<file path="src/rtl/lcd_pal_pkg.sv">
`timescale 1ns/1ps
package lcd_pal_pkg;

  // Strobes and state handed from the control block to the datapath.
  typedef struct packed {
    logic wrEntry;  // accepted palette write
    logic rdEntry;  // palette read request
    logic rdCtrl;   // control word read request
    logic blank;    // force display output to zero
    logic enBit;    // requested setting mode
    logic stBit;    // setting mode confirmed
  } palStrb_t;

  localparam int CTRL_EN_POS = 0;
  localparam int CTRL_ST_POS = 1;

endpackage

</file>
<file path="src/rtl/pal_widen.sv">
`timescale 1ns/1ps
// Widens a truncated channel back to OUT_W bits: zero stays zero,
// anything else gets its missing low bits filled with ones.
module pal_widen #(
  parameter int IN_W  = 5,
  parameter int OUT_W = 8
) (
  input  logic [IN_W-1:0]  narrow,
  output logic [OUT_W-1:0] wide
);
  localparam int FILL_W = OUT_W - IN_W;

  generate
    if (FILL_W > 0) begin : g_fill
      assign wide = (|narrow) ? {narrow, {FILL_W{1'b1}}} : '0;
    end else begin : g_pass
      assign wide = narrow;
    end
  endgenerate
endmodule

</file>
<file path="src/rtl/pal_ctrl.sv">
`timescale 1ns/1ps
module pal_ctrl
  import lcd_pal_pkg::*;
(
  input  logic     clk,
  input  logic     rst_n,
  input  logic     hostWr,
  input  logic     hostRd,
  input  logic     hostSelCtrl,
  input  logic     wrEnValue,
  input  logic     frameSync,
  output palStrb_t strb
);
  logic enReg;
  logic stReg;

  // enReg follows host writes; stReg trails it and only rises on a boundary.
  always_ff @(posedge clk) begin
    if (!rst_n) begin
      enReg <= 1'b0;
      stReg <= 1'b0;
    end else begin
      if (hostWr && hostSelCtrl) enReg <= wrEnValue;
      stReg <= enReg ? (stReg | frameSync) : 1'b0;
    end
  end

  always_comb begin
    strb.wrEntry = hostWr && !hostSelCtrl && stReg;
    strb.rdEntry = hostRd && !hostSelCtrl;
    strb.rdCtrl  = hostRd && hostSelCtrl;
    strb.blank   = stReg;
    strb.enBit   = enReg;
    strb.stBit   = stReg;
  end
endmodule

</file>
<file path="src/rtl/pal_datapath.sv">
`timescale 1ns/1ps
module pal_datapath
  import lcd_pal_pkg::*;
#(
  parameter int ENTRIES = 256,
  parameter int CH_W    = 8,
  parameter int R_W     = 5,
  parameter int G_W     = 6,
  parameter int B_W     = 5,
  localparam int IDX_W   = $clog2(ENTRIES),
  localparam int DATA_W  = 3 * CH_W,
  localparam int STORE_W = R_W + G_W + B_W
) (
  input  logic              clk,
  input  logic              rst_n,
  input  palStrb_t          strb,
  input  logic [IDX_W-1:0]  hostIdx,
  input  logic [DATA_W-1:0] hostWData,
  output logic [DATA_W-1:0] hostRData,
  output logic              hostRValid,
  input  logic              monoMode,
  input  logic              pixValid,
  input  logic [IDX_W-1:0]  pixIdx,
  output logic              outValid,
  output logic [DATA_W-1:0] outData
);
  // Channel 0 = blue (lowest), 1 = green, 2 = red.
  function automatic int chanBits(input int c);
    return (c == 0) ? B_W : (c == 1) ? G_W : R_W;
  endfunction

  function automatic int storeOff(input int c);
    int s;
    s = 0;
    for (int k = 0; k < c; k++) s += chanBits(k);
    return s;
  endfunction

  logic [STORE_W-1:0] palMem [ENTRIES];
  logic [STORE_W-1:0] packIn;
  logic [STORE_W-1:0] lookupWord;
  logic [STORE_W-1:0] readWord;
  logic [DATA_W-1:0]  lookupWide;
  logic [DATA_W-1:0]  readWide;
  logic [DATA_W-1:0]  pixNext;
  logic [DATA_W-1:0]  ctrlWord;
  logic               unusedWrBits;

  assign lookupWord = palMem[pixIdx];
  assign readWord   = palMem[hostIdx];

  generate
    for (genvar g = 0; g < 3; g++) begin : g_chan
      localparam int NB = chanBits(g);
      localparam int SO = storeOff(g);
      assign packIn[SO +: NB] = hostWData[g*CH_W + CH_W - NB +: NB];
      pal_widen #(.IN_W(NB), .OUT_W(CH_W)) u_wLook (
        .narrow(lookupWord[SO +: NB]),
        .wide  (lookupWide[g*CH_W +: CH_W])
      );
      pal_widen #(.IN_W(NB), .OUT_W(CH_W)) u_wRead (
        .narrow(readWord[SO +: NB]),
        .wide  (readWide[g*CH_W +: CH_W])
      );
    end
  endgenerate

  // Written low bits have no storage behind them.
  assign unusedWrBits = ^hostWData;

  always_ff @(posedge clk) begin
    if (strb.wrEntry) palMem[hostIdx] <= packIn;
  end

  always_comb begin
    if (strb.blank)   pixNext = '0;
    else if (monoMode) pixNext = {{(DATA_W-CH_W){1'b0}}, lookupWide[CH_W-1:0]};
    else               pixNext = lookupWide;
    ctrlWord = '0;
    ctrlWord[CTRL_EN_POS] = strb.enBit;
    ctrlWord[CTRL_ST_POS] = strb.stBit;
  end

  always_ff @(posedge clk) begin
    if (!rst_n) begin
      outValid   <= 1'b0;
      outData    <= '0;
      hostRValid <= 1'b0;
      hostRData  <= '0;
    end else begin
      outValid   <= pixValid;
      outData    <= pixValid ? pixNext : '0;
      hostRValid <= strb.rdCtrl | strb.rdEntry;
      hostRData  <= strb.rdCtrl ? ctrlWord : (strb.rdEntry ? readWide : '0);
    end
  end
endmodule

</file>
<file path="src/rtl/lcd_palette_lut.sv">
`timescale 1ns/1ps
module lcd_palette_lut
  import lcd_pal_pkg::*;
#(
  parameter int ENTRIES = 256,
  parameter int CH_W    = 8,
  parameter int R_W     = 5,
  parameter int G_W     = 6,
  parameter int B_W     = 5,
  localparam int IDX_W  = $clog2(ENTRIES),
  localparam int DATA_W = 3 * CH_W
) (
  input  logic              clk,
  input  logic              rst_n,
  input  logic              hostWr,
  input  logic              hostRd,
  input  logic              hostSelCtrl,
  input  logic [IDX_W-1:0]  hostIdx,
  input  logic [DATA_W-1:0] hostWData,
  output logic [DATA_W-1:0] hostRData,
  output logic              hostRValid,
  input  logic              frameSync,
  input  logic              monoMode,
  input  logic              pixValid,
  input  logic [IDX_W-1:0]  pixIdx,
  output logic              outValid,
  output logic [DATA_W-1:0] outData
);
  palStrb_t ctrlStrb;
  logic     palEnable;
  logic     palReady;

  assign palEnable = ctrlStrb.enBit;
  assign palReady  = ctrlStrb.stBit;

  pal_ctrl u_ctrl (
    .clk        (clk),
    .rst_n      (rst_n),
    .hostWr     (hostWr),
    .hostRd     (hostRd),
    .hostSelCtrl(hostSelCtrl),
    .wrEnValue  (hostWData[CTRL_EN_POS]),
    .frameSync  (frameSync),
    .strb       (ctrlStrb)
  );

  pal_datapath #(
    .ENTRIES(ENTRIES), .CH_W(CH_W), .R_W(R_W), .G_W(G_W), .B_W(B_W)
  ) u_dp (
    .clk       (clk),
    .rst_n     (rst_n),
    .strb      (ctrlStrb),
    .hostIdx   (hostIdx),
    .hostWData (hostWData),
    .hostRData (hostRData),
    .hostRValid(hostRValid),
    .monoMode  (monoMode),
    .pixValid  (pixValid),
    .pixIdx    (pixIdx),
    .outValid  (outValid),
    .outData   (outData)
  );
endmodule

</file>
<file path="config.mk">
export PLATFORM = sky130hd
export DESIGN_NAME = lcd_palette_lut
export DESIGN_NICKNAME = d
export VERILOG_FILES = /design/src/rtl/lcd_pal_pkg.sv /design/src/rtl/pal_widen.sv /design/src/rtl/pal_ctrl.sv /design/src/rtl/pal_datapath.sv /design/src/rtl/lcd_palette_lut.sv
export SDC_FILE = /design/constraint.sdc
export NUM_CORES = 2
export LEC_CHECK = 0
export BUFFER_PORTS_ARGS = -buffer_cell sky130_fd_sc_hd__buf_2
export CELL_PAD_IN_SITES_DETAIL_PLACEMENT = 1
export CELL_PAD_IN_SITES_GLOBAL_PLACEMENT = 2
export CORE_AREA = 2 2 695 697
export DETAILED_ROUTE_END_ITERATION = 6
export DIE_AREA = 0 0 697 699
export GPL_TIMING_DRIVEN = 1
export PLACE_DENSITY_LB_ADDON = 0.1
export SLEW_MARGIN = 5
export SYNTH_ARGS = -nofsm -noshare
export SYNTH_HDL_FRONTEND = slang
export SYNTH_SLANG_ARGS = --single-unit
</file>
<file path="constraint.sdc">
create_clock -name clk -period 6.7 [get_ports clk]
set_input_delay 1.675 -clock clk [delete_from_list [all_inputs] [get_ports clk]]
set_output_delay 1.675 -clock clk [all_outputs]
set_load 0.02 [all_outputs]
</file>
==> impl_metrics.ini <==
[status]
outcome = finished with violations
violations = max-capacitance violations, max-slew violations

[critical_path]
worstPathCellList = buf_12 > buf_4 > buf_4 > mux4_2 > mux2i_1 > a221oi_1 > a22oi_1 > nand4_1 > buf_4 > nor3_2 > a311oi_1
path_max_fanout = 53
critPathLaunchType = input pin
r2r_cells = 9
end_kind = register
crit_slowest_cell = mux2i_1
r2r_start = u_dp.palMem[157][0]$_DFFE_PP_
reg2reg_slack_ns = 2.21
required_ns = 7.66
criticalPathCategory = in2reg
cp.buffers_inverters = 4
cpPeakStageDelay_ns = 1.00
crit_family = buffers and inverters
crit_arrival_ns = 6.91
crit_top_cell = buf_4
reg2reg_to = u_dp.outData[1]$_SDFF_PP0_

[global_routing]
grt_overflow = 0
grt_pass1_wl_um = 1165000
grt_pass1_vias = 118457
grt_max_degree = 161
antenna_found_initial = 109
grtUsageTotal_pct = 36.10

[synth]
synth_edf_count = 4096
synth_cell_types = 87
synth_top_area_share_pct = 64.30
synth_cells = 9564
synth_fp_nets = 9612
yosysWarnings = 0
synth_xor_area_share_pct = 0
synth_seq_cells = 4140
synthAdderAreaFrac_pct = 0
async_flop_share_pct = 0
yosysSeqAreaShare_pct = 64.76
avgSynthCellArea_um2 = 20.00
synth_simple_gate_area_share_pct = 2.417
synth_area_mm2 = 0.1913
synth_top_area_cell = edfxtp_1
muxShareOfSynthArea_pct = 26.62
synth-main-ff-cell = edfxtp_1
synth-compound-area-share_pct = 3.972
synth_top_family_by_area = multiplexers
synthTopCellsByArea = edfxtp_1 (64%), mux4_2 (24%), mux2i_1 (2.6%), a22oi_1 (1.1%), nor2_1 (0.74%)

[layout]
finalNonFillerCells = 17243
drive_gt1_share_pct = 39.00
layout.nets = 10417
syn_to_final_growth_pct = 16.04

[worst_hold_path]
hold_start = u_ctrl.enReg$_SDFFE_PN0P_
min_to = u_ctrl.stReg$_SDFF_PN0_
hold_depth = 1
hp-class = reg2reg

[job]
drv_cap = 2

[clock_network]
cts_buffers = 465
cts_tree = built
cts_hold_buffers = 0
clk_latency_ns = 1.11
cts.sinks = 4140
htree_levels = 5
clk_pin_slew_ns = 0.06
cts_resized = 0
clk_path_buf_depth = 4
postCtsSetupRepairBufs = 0
cts-root-buf = clkbuf_16

[die]
io_pins = 98
start_util_pct = 39.83
fp.dieH_um = 699
die_x_um = 697
std_cell_rows = 255
die_area_mm2 = 0.4872
core_area_mm2 = 0.4802

[routing]
routed_via_density = 6.945
vias = 119759
dr.pass1.iters = 6
wl_per_cell_um = 51.81
drc = 0
drt-initial-drc-count = 19699
wirelength_um = 893300
drt.antenna.violating_nets = 0

[timing]
post-route-min-period_ns = 5.946
fin_skew_ns = 0.08409
slew_viol_final = 10
rsz0062_at_grt = no
fmax_mhz = 168.2
max_slew_margin_pct = -7.672
tightest_slew_ns = 1.615
period_share_pct = 88.75
finalHoldViolCount = 0
setup_viol = 0

[pwr]
power.leakage_nw = 70.28
peakVddDrop_mv = 0.2196
power_w = 0.06107
powerDensity_mw_per_mm2 = 275.2

[place]
dp_hpwl_um = 609800
gp_congestion = 1.019
dp_cells = 16326
portBuffers = 90
-- registers in the layout, summed over array words and instances, names as in the netlist --
signal and flops:
u_dp.outData 19, u_dp.hostRValid 1, u_dp.hostRData 21, u_dp.palMem 4096, u_ctrl.stReg 1, u_dp.outValid 1
u_ctrl.enReg 1
-- where the power goes --
group          internal (W)  switching, W
logic               0.00195       0.00406
registers            0.0285     0.0000105
clock network        0.0152        0.0114
-- metrics by stage --
stage	cell area, um2	TNS [ns]	hold WS (ns)	utilization, %	worst slack, ns
CTS	221800	0	0.4750	46.18	1.103
global route	221900	0	0.5034	46.20	0.8109
global placement	206200	-0.2775	0.4636	42.94	-0.1659
finish	222000	0	0.4745	46.22	0.7540
floorplan	191300	0	0.4435	-	1.790
detailed placement	206200	-0.01509	0.4648	42.95	-0.007292
-- metal layers --
metal | vias to the layer above | GRT usage [%] | share of wire [%] | routed length (um)
met5 | - | 0 | 0.052 | 461
met4 | 44 | 22.85 | 7.6 | 68060
met3 | 1732 | 10.46 | 11 | 101000
met2 | 8217 | 53.01 | 44 | 391300
met1 | 66296 | 47.32 | 37 | 332500
li1 | 43470 | - | - | -
-- cell usage in the layout (no fill, tap or decap), types with 87 or more instances in the layout --
cell	synthesis	routed
mux2i_1	496	495
edfxtp_1	4096	4096
nor2_2	0	231
a22oi_1	269	269
mux4_2	2022	2022
o221ai_1	118	118
buf_4	141	889
nand2_1	291	273
clkbuf_16	0	470
a21oi_1	196	195
buf_12	2	134
o22ai_1	136	136
clkinv_1	2	91
clkbuf_1	313	87
nor2_1	378	114
-- cells in the mapped netlist (all sizes together), types with 30 or more instances --
| cell type | n |
|---|---|
| a22o | 42 |
| a21oi | 196 |
| a221oi | 41 |
| o22ai | 136 |
| mux4 | 2025 |
| nor3 | 67 |
| o21ai | 66 |
| mux2 | 30 |
| a211oi | 34 |
| clkbuf | 313 |
| nand3 | 61 |
| edfxtp | 4096 |
| nor2 | 378 |
| dfxtp | 44 |
| nor4 | 43 |
| nand2 | 291 |
| buf | 462 |
| a22oi | 269 |
| nor2b | 40 |
| o221ai | 118 |
| mux2i | 496 |
| a31oi | 31 |
-- cell type report --
cell class | instances | area [um2]
Multi-Input combinational cell | 4635 | 64220
Inverter | 14 | 77.57
Antenna cell | 61 | 152.6
Tap cell | 6425 | 8039
Clock inverter | 283 | 3252
Timing Repair Buffer | 1113 | 10040
Clock buffer | 572 | 12290
Sequential cell | 4140 | 123900
Fill cell | 43717 | 258200
-- cell families after synthesis --
| group | after synthesis |
|---|---|
| buffers and inverters | 789 |
| multiplexers | 2551 |
| flip-flops | 4140 |
| AND/OR/NAND/NOR | 1016 |
| AO/OA/AOI/OAI | 1068 |
-- worst max path at each step --
stage | end | cells past startpoint | slack [ns] | from
final | u_dp.hostRData[0]$_SDFF_PN0_ | 11 | 0.75 | hostIdx[0]
after global routing | u_dp.hostRData[0]$_SDFF_PN0_ | 11 | 0.81 | hostIdx[0]
after CTS | u_dp.outData[17]$_SDFF_PP0_ | 13 | 1.10 | pixIdx[2]
after detailed placement | u_dp.outData[1]$_SDFF_PP0_ | 12 | -0.007 | pixIdx[1]
after global placement | u_dp.outData[17]$_SDFF_PP0_ | 12 | -0.17 | pixIdx[6]
after floorplan | u_dp.palMem[219][0]$_DFFE_PP_ | 11 | 1.79 | hostIdx[1]
Power figures use the tool's default switching activity.
